===== config.mk =====
export PLATFORM = sky130hd
export DESIGN_NAME = dram_wr_sequencer
export DESIGN_NICKNAME = d
export VERILOG_FILES = /design/src/rtl/dram_wr_pkg.sv /design/src/rtl/wr_bank_tracker.sv /design/src/rtl/wr_data_strobe.sv /design/src/rtl/dram_wr_sequencer.sv
export SDC_FILE = /design/constraint.sdc
export NUM_CORES = 1
export LEC_CHECK = 0
export BUFFER_PORTS_ARGS = -buffer_cell sky130_fd_sc_hd__buf_2
export CELL_PAD_IN_SITES_DETAIL_PLACEMENT = 0
export CELL_PAD_IN_SITES_GLOBAL_PLACEMENT = 2
export CORE_ASPECT_RATIO = 0.7
export CORE_UTILIZATION = 43
export DETAILED_ROUTE_END_ITERATION = 10
export GPL_TIMING_DRIVEN = 0
export PLACE_DENSITY_LB_ADDON = 0.05
export SYNTH_ARGS = -nofsm -noshare
export SYNTH_HDL_FRONTEND = slang
export SYNTH_HIERARCHICAL = 1
export SYNTH_SLANG_ARGS = --single-unit

===== constraint.sdc =====
create_clock -name clk -period 5.6 [get_ports clk]
set_input_delay 0.56 -clock clk [delete_from_list [all_inputs] [get_ports clk]]
set_output_delay 0.56 -clock clk [all_outputs]
set_load 0.05 [all_outputs]

===== src/rtl/dram_wr_pkg.sv =====
package dram_wr_pkg;

  typedef enum logic [1:0] {
    CMD_NONE = 2'd0,
    CMD_PRE  = 2'd1,
    CMD_ACT  = 2'd2,
    CMD_WR   = 2'd3
  } cmd_e;

  typedef enum logic [2:0] {
    ST_IDLE,
    ST_PRE,
    ST_ACT,
    ST_WR,
    ST_CLOSE
  } seq_st_e;

  function automatic int max_int(input int a, input int b);
    return (a > b) ? a : b;
  endfunction

endpackage


===== src/rtl/wr_bank_tracker.sv =====
// Per-bank open flag, open-row table and spacing countdowns.
// A countdown loaded with D-1 at the edge a command leaves reaches zero
// in time for a follower to appear exactly D cycles later.
module wr_bank_tracker
  import dram_wr_pkg::*;
#(
  parameter int NUM_BANKS = 4,
  parameter int ROW_W     = 12,
  parameter int T_RP      = 3,
  parameter int T_WRP     = 3,
  parameter int T_RAS     = 8,
  localparam int BANK_W   = (NUM_BANKS > 1) ? $clog2(NUM_BANKS) : 1,
  localparam int CNT_W    = $clog2(max_int(max_int(T_RP, T_WRP), T_RAS) + 1)
) (
  input  logic              clk,
  input  logic              rst,
  input  logic              upd_valid,
  input  cmd_e              upd_code,
  input  logic [BANK_W-1:0] upd_bank,
  input  logic [ROW_W-1:0]  upd_row,
  input  logic [BANK_W-1:0] q_bank,
  output logic              q_open,
  output logic [ROW_W-1:0]  q_row,
  output logic              q_pre_ok,
  output logic              q_act_ok
);

  logic [NUM_BANKS-1:0] open_q;
  logic [NUM_BANKS-1:0] pre_ok_v;
  logic [NUM_BANKS-1:0] act_ok_v;
  logic [ROW_W-1:0]     row_tab [NUM_BANKS];

  // Row table: written on activate only, no reset, so it can map to RAM.
  always_ff @(posedge clk) begin
    if (upd_valid && upd_code == CMD_ACT) row_tab[upd_bank] <= upd_row;
  end

  always_ff @(posedge clk) begin
    if (rst) begin
      open_q <= '0;
    end else if (upd_valid) begin
      if (upd_code == CMD_ACT) open_q[upd_bank] <= 1'b1;
      else if (upd_code == CMD_PRE) open_q[upd_bank] <= 1'b0;
    end
  end

  for (genvar g = 0; g < NUM_BANKS; g++) begin : g_bank
    logic [CNT_W-1:0] ras_c, rp_c, wrp_c;
    logic hit_me;
    assign hit_me = upd_valid && (upd_bank == BANK_W'(g));

    always_ff @(posedge clk) begin
      if (rst) begin
        ras_c <= '0;
        rp_c  <= '0;
        wrp_c <= '0;
      end else begin
        if (hit_me && upd_code == CMD_ACT) ras_c <= CNT_W'(T_RAS - 1);
        else if (ras_c != '0)              ras_c <= ras_c - 1'b1;
        if (hit_me && upd_code == CMD_PRE) rp_c <= CNT_W'(T_RP - 1);
        else if (rp_c != '0)               rp_c <= rp_c - 1'b1;
        if (hit_me && upd_code == CMD_WR)  wrp_c <= CNT_W'(T_WRP - 1);
        else if (wrp_c != '0)              wrp_c <= wrp_c - 1'b1;
      end
    end

    assign pre_ok_v[g] = (ras_c == '0) && (wrp_c == '0);
    assign act_ok_v[g] = (rp_c == '0);
  end

  assign q_open   = open_q[q_bank];
  assign q_row    = row_tab[q_bank];
  assign q_pre_ok = pre_ok_v[q_bank];
  assign q_act_ok = act_ok_v[q_bank];

endmodule


===== src/rtl/wr_data_strobe.sv =====
// Delays each column-write strobe by T_CWD cycles and stretches it to T_CC.
module wr_data_strobe #(
  parameter int T_CC  = 2,
  parameter int T_CWD = 3,   // at least 2
  localparam int SR_N = T_CWD - 1,
  localparam int DW   = $clog2(T_CC + 1)
) (
  input  logic clk,
  input  logic rst,
  input  logic wr_strobe,
  output logic wdata_en
);

  logic [SR_N-1:0] dly;
  logic [DW-1:0]   len_q, len_d;
  logic            trig;

  if (SR_N == 1) begin : g_one
    always_ff @(posedge clk) begin
      if (rst) dly <= '0;
      else     dly <= wr_strobe;
    end
  end else begin : g_many
    always_ff @(posedge clk) begin
      if (rst) dly <= '0;
      else     dly <= {dly[SR_N-2:0], wr_strobe};
    end
  end

  assign trig = dly[SR_N-1];

  always_comb begin
    if (trig)              len_d = DW'(T_CC);
    else if (len_q != '0)  len_d = len_q - 1'b1;
    else                   len_d = len_q;
  end

  always_ff @(posedge clk) begin
    if (rst) begin
      len_q    <= '0;
      wdata_en <= 1'b0;
    end else begin
      len_q    <= len_d;
      wdata_en <= (len_d != '0);
    end
  end

endmodule


===== src/rtl/dram_wr_sequencer.sv =====
module dram_wr_sequencer
  import dram_wr_pkg::*;
#(
  parameter int NUM_BANKS = 4,
  parameter int ROW_W     = 12,
  parameter int COL_W     = 8,
  parameter int LEN_W     = 3,
  parameter int T_RP      = 3,
  parameter int T_RCDW    = 2,
  parameter int T_CC      = 2,
  parameter int T_CWD     = 3,
  parameter int T_WRP     = 3,
  parameter int T_RAS     = 8,
  localparam int BANK_W   = (NUM_BANKS > 1) ? $clog2(NUM_BANKS) : 1
) (
  input  logic              clk,
  input  logic              rst,
  input  logic              req_valid,
  output logic              req_ready,
  input  logic [BANK_W-1:0] req_bank,
  input  logic [ROW_W-1:0]  req_row,
  input  logic [COL_W-1:0]  req_col,
  input  logic [LEN_W-1:0]  req_extra,
  input  logic              req_close,
  output logic              cmd_valid,
  output logic [1:0]        cmd_code,
  output logic [BANK_W-1:0] cmd_bank,
  output logic [ROW_W-1:0]  cmd_row,
  output logic [COL_W-1:0]  cmd_col,
  output logic              wdata_en
);

  localparam int GAP_W = $clog2(max_int(T_RCDW, T_CC) + 1);

  seq_st_e           st, st_nxt;
  cmd_e              code;
  logic              issue, accept;
  logic [BANK_W-1:0] t_bank, q_bank;
  logic [ROW_W-1:0]  t_row, q_row;
  logic [COL_W-1:0]  t_col;
  logic [LEN_W-1:0]  t_left;
  logic              t_close;
  logic              q_open, q_pre_ok, q_act_ok;
  logic [GAP_W-1:0]  rcd_cnt, cc_cnt;

  assign req_ready = (st == ST_IDLE);
  assign accept    = req_ready && req_valid;
  assign q_bank    = (st == ST_IDLE) ? req_bank : t_bank;

  wr_bank_tracker #(
    .NUM_BANKS(NUM_BANKS), .ROW_W(ROW_W),
    .T_RP(T_RP), .T_WRP(T_WRP), .T_RAS(T_RAS)
  ) u_banks (
    .clk(clk), .rst(rst),
    .upd_valid(issue), .upd_code(code), .upd_bank(t_bank), .upd_row(t_row),
    .q_bank(q_bank), .q_open(q_open), .q_row(q_row),
    .q_pre_ok(q_pre_ok), .q_act_ok(q_act_ok)
  );

  always_comb begin
    st_nxt = st;
    issue  = 1'b0;
    code   = CMD_NONE;
    unique case (st)
      ST_IDLE: if (req_valid) begin
        if (q_open && q_row == req_row) st_nxt = ST_WR;
        else if (q_open)                st_nxt = ST_PRE;
        else                            st_nxt = ST_ACT;
      end
      ST_PRE: if (q_pre_ok) begin
        issue = 1'b1; code = CMD_PRE; st_nxt = ST_ACT;
      end
      ST_ACT: if (q_act_ok) begin
        issue = 1'b1; code = CMD_ACT; st_nxt = ST_WR;
      end
      ST_WR: if (rcd_cnt == '0 && cc_cnt == '0) begin
        issue = 1'b1; code = CMD_WR;
        if (t_left == '0) st_nxt = t_close ? ST_CLOSE : ST_IDLE;
      end
      ST_CLOSE: if (q_pre_ok) begin
        issue = 1'b1; code = CMD_PRE; st_nxt = ST_IDLE;
      end
      default: st_nxt = ST_IDLE;
    endcase
  end

  always_ff @(posedge clk) begin
    if (rst) begin
      st        <= ST_IDLE;
      t_bank    <= '0;
      t_row     <= '0;
      t_col     <= '0;
      t_left    <= '0;
      t_close   <= 1'b0;
      cmd_valid <= 1'b0;
      cmd_code  <= CMD_NONE;
      cmd_bank  <= '0;
      cmd_row   <= '0;
      cmd_col   <= '0;
      rcd_cnt   <= '0;
      cc_cnt    <= '0;
    end else begin
      st        <= st_nxt;
      cmd_valid <= issue;
      cmd_code  <= code;
      cmd_bank  <= t_bank;
      cmd_row   <= t_row;
      cmd_col   <= t_col;
      if (accept) begin
        t_bank  <= req_bank;
        t_row   <= req_row;
        t_col   <= req_col;
        t_left  <= req_extra;
        t_close <= req_close;
      end else if (issue && code == CMD_WR) begin
        t_col  <= t_col + 1'b1;
        t_left <= t_left - 1'b1;
      end
      if (issue && code == CMD_ACT) rcd_cnt <= GAP_W'(T_RCDW - 1);
      else if (rcd_cnt != '0)       rcd_cnt <= rcd_cnt - 1'b1;
      if (issue && code == CMD_WR)  cc_cnt <= GAP_W'(T_CC - 1);
      else if (cc_cnt != '0)        cc_cnt <= cc_cnt - 1'b1;
    end
  end

  wr_data_strobe #(.T_CC(T_CC), .T_CWD(T_CWD)) u_strobe (
    .clk(clk), .rst(rst),
    .wr_strobe(cmd_valid && cmd_code == CMD_WR),
    .wdata_en(wdata_en)
  );

endmodule


==> results.yml, run 1 <==
floorplan:
  rows: 38
  dieArea_um2: 16400
  die_y_um: 107
  pin_count: 56
  die_x_um: 153
  start_util: 0.441
  core_um2: 15500
finish:
  fillers: 1379
  fin_nets: 738
  multi_input_area_um2: 2810
  fin_cells: 906
  area_delta_synth_final_pct: 16.5
  seq_area_um2: 3740
  drive_above_1_share: 0.211
  antennaDiodeCount: 0
critical_path:
  crit_required_ps: 5650
  crit_fanout: 13
  arrival_ps: 4610
  critPathKind: "reg -> reg"
  crit_family: "buffers and inverters"
  path_buf_inv: 6
  reg2regPathDepth: 15
  r2r_end: "u_banks/row_tab[0][11]"
  cp_slowest_cell: "inv_1"
  cp-start-kind: "flop"
  path_cells: "buf_2 > nor3_2 > mux2_2 > buf_2 > buf_2 > nor3_1 > nand3_1 > nand4_1 > nand2b_1 > o21ai_0 > inv_1 > ha_1 > buf_1 > nand2_1 > inv_1"
  reg2reg_slack_ps: 1030
  end_kind: "flop"
  slowest_delay_ps: 550
  cp_common_cell: "buf_2"
  r2r_start: "st[0]"
routing:
  viasPerCell: 5.19
  wl_met3_um: 662
  wl_met2_mm: 6.81
  final_antenna_net_count: 0
  drt-met1-wl_mm: 8.06
  vias: 4704
  drt_drc_violations_left: 1
  drt_iter0_drc: 298
  wl_mm: 15.6
  routedWlPerCell_um: 17.2
  dr.pass1.iters: 9
  top_layer: "met4"
synth:
  synth_cells: 619
  async_flop_share: 0
  synth-main-ff-cell: "dfxtp_1"
  seq_area_frac_synth: 0.548
  syn_nets: 664
  syn_area_per_cell_um2: 11.0
  netlist.area_leader.share: 0.337
  netlist_top_cells_count: "dfxtp_1, nand2_1, a21oi_1"
  yosys.area.top_type: "dfxtp_1"
  synth_warnings: 6
  syn_area_um2: 6830
  synth_cell_types: 54
  synth_most_common_cell: "dfxtp_1"
  ys_seq_elements: 163
  netlist_top_cells_area: "dfxtp_1, edfxtp_1, xnor2_1, mux4_2, a21oi_1"
  synth_enable_flop_cells: 48
clock_tree:
  ctsResizeCount: 0
  cts_max_path_buffers: 2
  clk_latency_ps: 420
  cts_setup_buffers: 0
  ctsRootBufferMaster: "clkbuf_16"
  cts-htree-levels: 4
  cts_buffers: 17
  cts_tree: "done"
  cts_hold_buffers: 0
  clk_pin_slew_ps: 70
  clock_sink_count: 163
sta:
  finalClockSkew_ps: 18.1
  min_period_ps: 4570
  post-route-period-util: 0.815
  slew_viol_final: 0
  final_hold_viol_count: 0
  rsz0062_at_grt: "false"
  fin_setup_tns_ps: 0
  whs_ps: 392
  fmax_mhz: 219
  worst_pin_slew_ps: 806
  max_slew_margin: 0.463
  setup_viol: 0
hold_path:
  min_from: "req_bank[1]"
  min_delay_path_depth: 3
  whs_endpoint: "t_bank[1]"
  hold_path.class: "in -> reg"
grt:
  grt_pass1_wl_mm: 24.9
  grt_pass1_vias: 4528
  grt-ovfl-total: 0
  track_usage: 0.202
  antenna_found_initial: 0
  grt_max_degree: 20
power_and_ir_drop:
  switching_share: 0.371
  p_comb_frac: 0.352
  pwr-share-clk: 0.276
  p_int_mw: 2.64
  p_sw_mw: 1.56
  p_per_area_nw_per_um2: 528
  ir_worst_vdd_uv: 259
  p_leak_nw: 3.00
  sequentialPowerShare: 0.373
run:
  maxCapViolations: 0
place:
  dp_hpwl_mm: 10.8
  place_congestion: 0.780
  portBuffers: 55
  post-place-cells: 874
status:
  status: "finished, violations left"
  violations: "DRC"
## registers in the layout, indices dropped and copies added, names as in the netlist, 8 cells and up, named ones only
register / count
u_banks/g_bank.wrp_c: 16
u_banks/g_bank.ras_c: 16
t_col: 8
cmd_col: 8
u_banks/g_bank.rp_c: 16
t_row: 12
cmd_row: 12
u_banks/row_tab: 48
## cells by family after synthesis
logic type               count (synthesis)  synth area share
buffers and inverters                   57            0.0401
AND/OR/NAND/NOR                        213             0.179
multiplexers                            22            0.0606
flip-flops                             163             0.548
adder cells (fa/ha/maj)                 16            0.0293
AO/OA/AOI/OAI                          112            0.0963
XOR/XNOR                                36            0.0462
## per-layer routing
metal  up-vias  track usage
met1      2252        0.296
met4         0       0.0548
met5         -            0
met3         2       0.0366
met2        89        0.304
li1       2361            -
## placed cells by master (no fill, tap or decap), drive strengths merged, types with 9 or more instances in the layout
cell      n
dfxtp   115
buf      75
nand2    63
a21oi    49
edfxtp   48
inv      35
nor2     32
xnor2    30
nor2b    27
clkbuf   27
o21ai    23
nor3     21
ha       16
mux4     14
nand3b   12
nor4     12
nand3    10
a211oi    9
nor3b     9
## stage by stage
step                area [µm²]  power (mW)  setup slack [ps]   util
global route              7960        4.48               673  0.514
CTS                       7960        4.25               993  0.514
finish                    7960        4.21              1030  0.514
detailed placement        7360        3.07              1020  0.475
global placement          7360        3.03              1040  0.475
floorplan                 6830        2.70              1580      -
## power groups by stage
| stage | sequential [mW] | clock (mW) | combinational [mW] |
|---|---|---|---|
| floorplan | 1.66 | 0 | 1.05 |
| global placement | 1.58 | 0 | 1.45 |
| detailed placement | 1.59 | 0 | 1.48 |
| CTS | 1.57 | 1.19 | 1.49 |
| global route | 1.59 | 1.24 | 1.64 |
| finish | 1.57 | 1.16 | 1.48 |
## worst max path at each step
stage | slack [ps] | start | cells past startpoint | end
floorplan | 1580 | st[0] | 15 | u_banks/row_tab[0][0]
global placement | 1040 | st[0] | 14 | u_banks/row_tab[0][7]
detailed placement | 1020 | st[0] | 14 | u_banks/row_tab[0][7]
CTS | 990 | st[0] | 15 | u_banks/row_tab[0][1]
global route | 670 | st[0] | 15 | u_banks/row_tab[0][1]
finish | 1030 | st[0] | 15 | u_banks/row_tab[0][11]
## tightest hold or removal path, cell delays in order
cell and delay, ps:
buf_2 100, nand2_1 50, a21oi_1 50
## layout make-up
type / instances / share of cell area
Buffer: 30 / 0.0217
Multi-Input combinational cell: 399 / 0.353
Clock inverter: 15 / 0.0225
Sequential cell: 163 / 0.470
Tap cell: 200 / 0.0314
Inverter: 27 / 0.0127
Timing Repair Buffer: 55 / 0.0346
Clock buffer: 17 / 0.0534
Note: power is estimated with default switching activity, not from simulation.
==> run 2, diff against run 1 <==
--- a/config.mk
+++ b/config.mk
@@ -5,11 +5,12 @@
 export SDC_FILE = /design/constraint.sdc
 export NUM_CORES = 1
 export LEC_CHECK = 0
+export ABC_AREA = 1
 export BUFFER_PORTS_ARGS = -buffer_cell sky130_fd_sc_hd__buf_2
 export CELL_PAD_IN_SITES_DETAIL_PLACEMENT = 0
 export CELL_PAD_IN_SITES_GLOBAL_PLACEMENT = 2
 export CORE_ASPECT_RATIO = 0.7
-export CORE_UTILIZATION = 43
+export CORE_UTILIZATION = 36
 export DETAILED_ROUTE_END_ITERATION = 10
 export GPL_TIMING_DRIVEN = 0
 export PLACE_DENSITY_LB_ADDON = 0.05
==> constraint.sdc (replaced) <==
create_clock -name clk -period 4.8 [get_ports clk]
set_input_delay 0.48 -clock clk [delete_from_list [all_inputs] [get_ports clk]]
set_output_delay 0.48 -clock clk [all_outputs]
set_load 0.05 [all_outputs]
==> run 2 against run 1 <==
The run now ends clean. Routed wire length rose by 11%. Clock power increased by 16%. Critical endpoint is now u_banks/g_bank[0].ras_c[1]. Non-clock buffer count decreased by 8. Maximum frequency grew 11%. Final cell count is 25% higher. Via count increased by 15%. Register-to-register slack got worse by 350 ps. Sequential cell count unchanged. Die area up 19%.
==> results.yml, run 2 <==
status:
  status: "complete, no violations"
finish:
  drive_above_1_share: 0.136
  largest_reg_flops: 48
  antennaDiodeCount: 0
  area_delta_synth_final_pct: 17.0
  final_common_cell: "nand2_1"
  multi_input_area_um2: 2530
  final_util: 0.437
  layout_common_cells: "nand2_1, nor2_1, dfxtp_1"
  fillers: 1844
  top_register: "u_banks/row_tab"
  fin_nets: 931
  seq_area_um2: 3740
routing:
  drt_drc_violations_left: 0
  final_antenna_net_count: 0
  routedWlPerCell_um: 15.2
  vias: 5432
  viasPerCell: 4.79
  drt_iter0_drc: 332
  dr.pass1.iters: 5
  wl_mm: 17.2
critical_path:
  slowest_delay_ps: 760
  reg2reg_slack_ps: 690
  path_buf_inv: 5
  path_cells: "inv_1 > nand2_2 > nor2_4 > o21ai_0 > inv_1 > clkbuf_2 > nand2_1 > nand2_1 > nand4_1 > nand2_1 > inv_1 > ha_1 > inv_1 > nor2_2 > nand2_1 > o211ai_1"
  crit_fanout: 15
  end_kind: "flop"
  critPathKind: "reg -> reg"
  arrival_ps: 4460
  cp-start-kind: "flop"
  crit_family: "simple AND/OR/NAND/NOR gates"
  cp_slowest_cell: "nor2_2"
  crit_required_ps: 5150
synth:
  netlist.area_leader.share: 0.336
  synth_cells: 812
  synth_cell_types: 38
  syn_area_um2: 6850
  seq_area_frac_synth: 0.547
  netlist_top_cells_count: "nand2_1, nor2_1, dfxtp_1"
  netlist_top_cells_area: "dfxtp_1, edfxtp_1, nand2_1, nor2_1, inv_1"
  synth_most_common_cell: "nand2_1"
  ys_seq_elements: 163
  synth_warnings: 6
  synth_enable_flop_cells: 48
  yosys.area.top_type: "dfxtp_1"
  synth-main-ff-cell: "dfxtp_1"
  syn_area_per_cell_um2: 8.43
  syn_nets: 857
  async_flop_share: 0
floorplan:
  die_x_um: 167
  pin_count: 56
  start_util: 0.374
  dieArea_um2: 19600
  rows: 41
  core_um2: 18300
  die_y_um: 117
clock_tree:
  ctsResizeCount: 0
  cts_tree: "done"
  cts-htree-levels: 4
  cts_hold_buffers: 0
  clock_sink_count: 163
  ctsRootBufferMaster: "clkbuf_16"
  cts_max_path_buffers: 2
  cts_buffers: 17
  clk_pin_slew_ps: 70
  cts_setup_buffers: 0
  clk_latency_ps: 420
power_and_ir_drop:
  p_per_area_nw_per_um2: 618
  ir_worst_vdd_uv: 261
  p_leak_nw: 3.39
sta:
  post-route-period-util: 0.857
  final_hold_viol_count: 0
  rsz0062_at_grt: "false"
  worst_pin_slew_ps: 1020
  max_slew_margin: 0.317
  fin_setup_tns_ps: 0
  fmax_mhz: 243
  setup_viol: 0
  finalClockSkew_ps: 8.97
  slew_viol_final: 0
  min_period_ps: 4110
grt:
  grt-ovfl-total: 0
  grt_max_degree: 19
  track_usage: 0.183
  antenna_found_initial: 0
  grt_pass1_vias: 5273
  grt_pass1_wl_mm: 27.6
hold_path:
  hold_path.class: "in -> reg"
run:
  maxCapViolations: 0
place:
  portBuffers: 55
  place_congestion: 0.797
  dp_hpwl_mm: 12.0
run 2: cell count changes in the layout (fill, tap and decap cells not counted), moves of 8 or more:
cell      previous run  this run
a211oi_1             9         0
o21ai_0             23        74
mux4_2              11         0
inv_1               24       114
nand3_1             10        25
nor2b_1             27         0
o31ai_1              8         0
nand2_1             60       141
nand3b_1            12         1
o21ai_1              0         9
nor2_1              31       118
xnor2_1             30         8
o22ai_1              0        13
run 2: worst paths after layout:
path | to | depth (start not counted) | start
setup / recovery | u_banks/g_bank[0].ras_c[1] | 16 | st[0]
hold / removal | t_col[2] | 3 | req_col[2]
setup reg to reg | u_banks/g_bank[0].ras_c[1] | 16 | st[0]
hold reg to reg | u_strobe/dly[1] | 2 | u_strobe/dly[0]
run 2: layout make-up:
cell class	count	area share
multi-input cells	510	0.316
flip-flops and latches	163	0.467
inverters	117	0.0548
repair buffers	55	0.0344
well taps	236	0.0369
clock inverters	15	0.0208
plain buffers	22	0.0164
clock buffers	17	0.0531
run 2: per-layer routing:
metal	GRT usage	share of wire
met2	0.281	0.43
met4	0.0405	0.0073
met1	0.265	0.52
met3	0.0371	0.038
met5	0	0
run 2: metrics by stage:
| stage | power, mW | setup slack [ps] | std cells | cell area (µm²) | hold WS, ps |
|---|---|---|---|---|---|
| floorplan | 3.14 | 1810 | 812 | 6850 | 388 |
| global placement | 3.59 | 719 | 1103 | 7420 | 402 |
| detailed placement | 3.63 | 702 | 1103 | 7420 | 392 |
| CTS | 5.00 | 653 | 1135 | 8010 | 297 |
| global route | 5.31 | 365 | 1135 | 8010 | 311 |
| finish | 4.95 | 688 | 1135 | 8010 | 313 |
run 2: kinds of logic after synthesis:
group | count (synthesis) | synth area share
XOR/XNOR | 18 | 0.0230
adder cells (fa/ha/maj) | 16 | 0.0292
AO/OA/AOI/OAI | 154 | 0.119
AND/OR/NAND/NOR | 322 | 0.198
buffers and inverters | 139 | 0.0833
flip-flops | 163 | 0.547
run 2: power breakdown:
group | total, mW | switching, mW | internal (mW)
Clock | 1.35 | 0.644 | 0.701
Combinational | 1.78 | 1.22 | 0.559
Sequential | 1.83 | 0.144 | 1.68
run 2: worst register-to-register path, cell delays in order, from the launching register on:
cell and delay [ps]:
dfxtp_1 410, inv_1 90, nand2_2 110, nor2_4 80
o21ai_0 670, inv_1 280, clkbuf_2 340, nand2_1 180
nand2_1 120, nand4_1 110, nand2_1 120, inv_1 90
ha_1 190, inv_1 100, nor2_2 760, nand2_1 230
o211ai_1 160
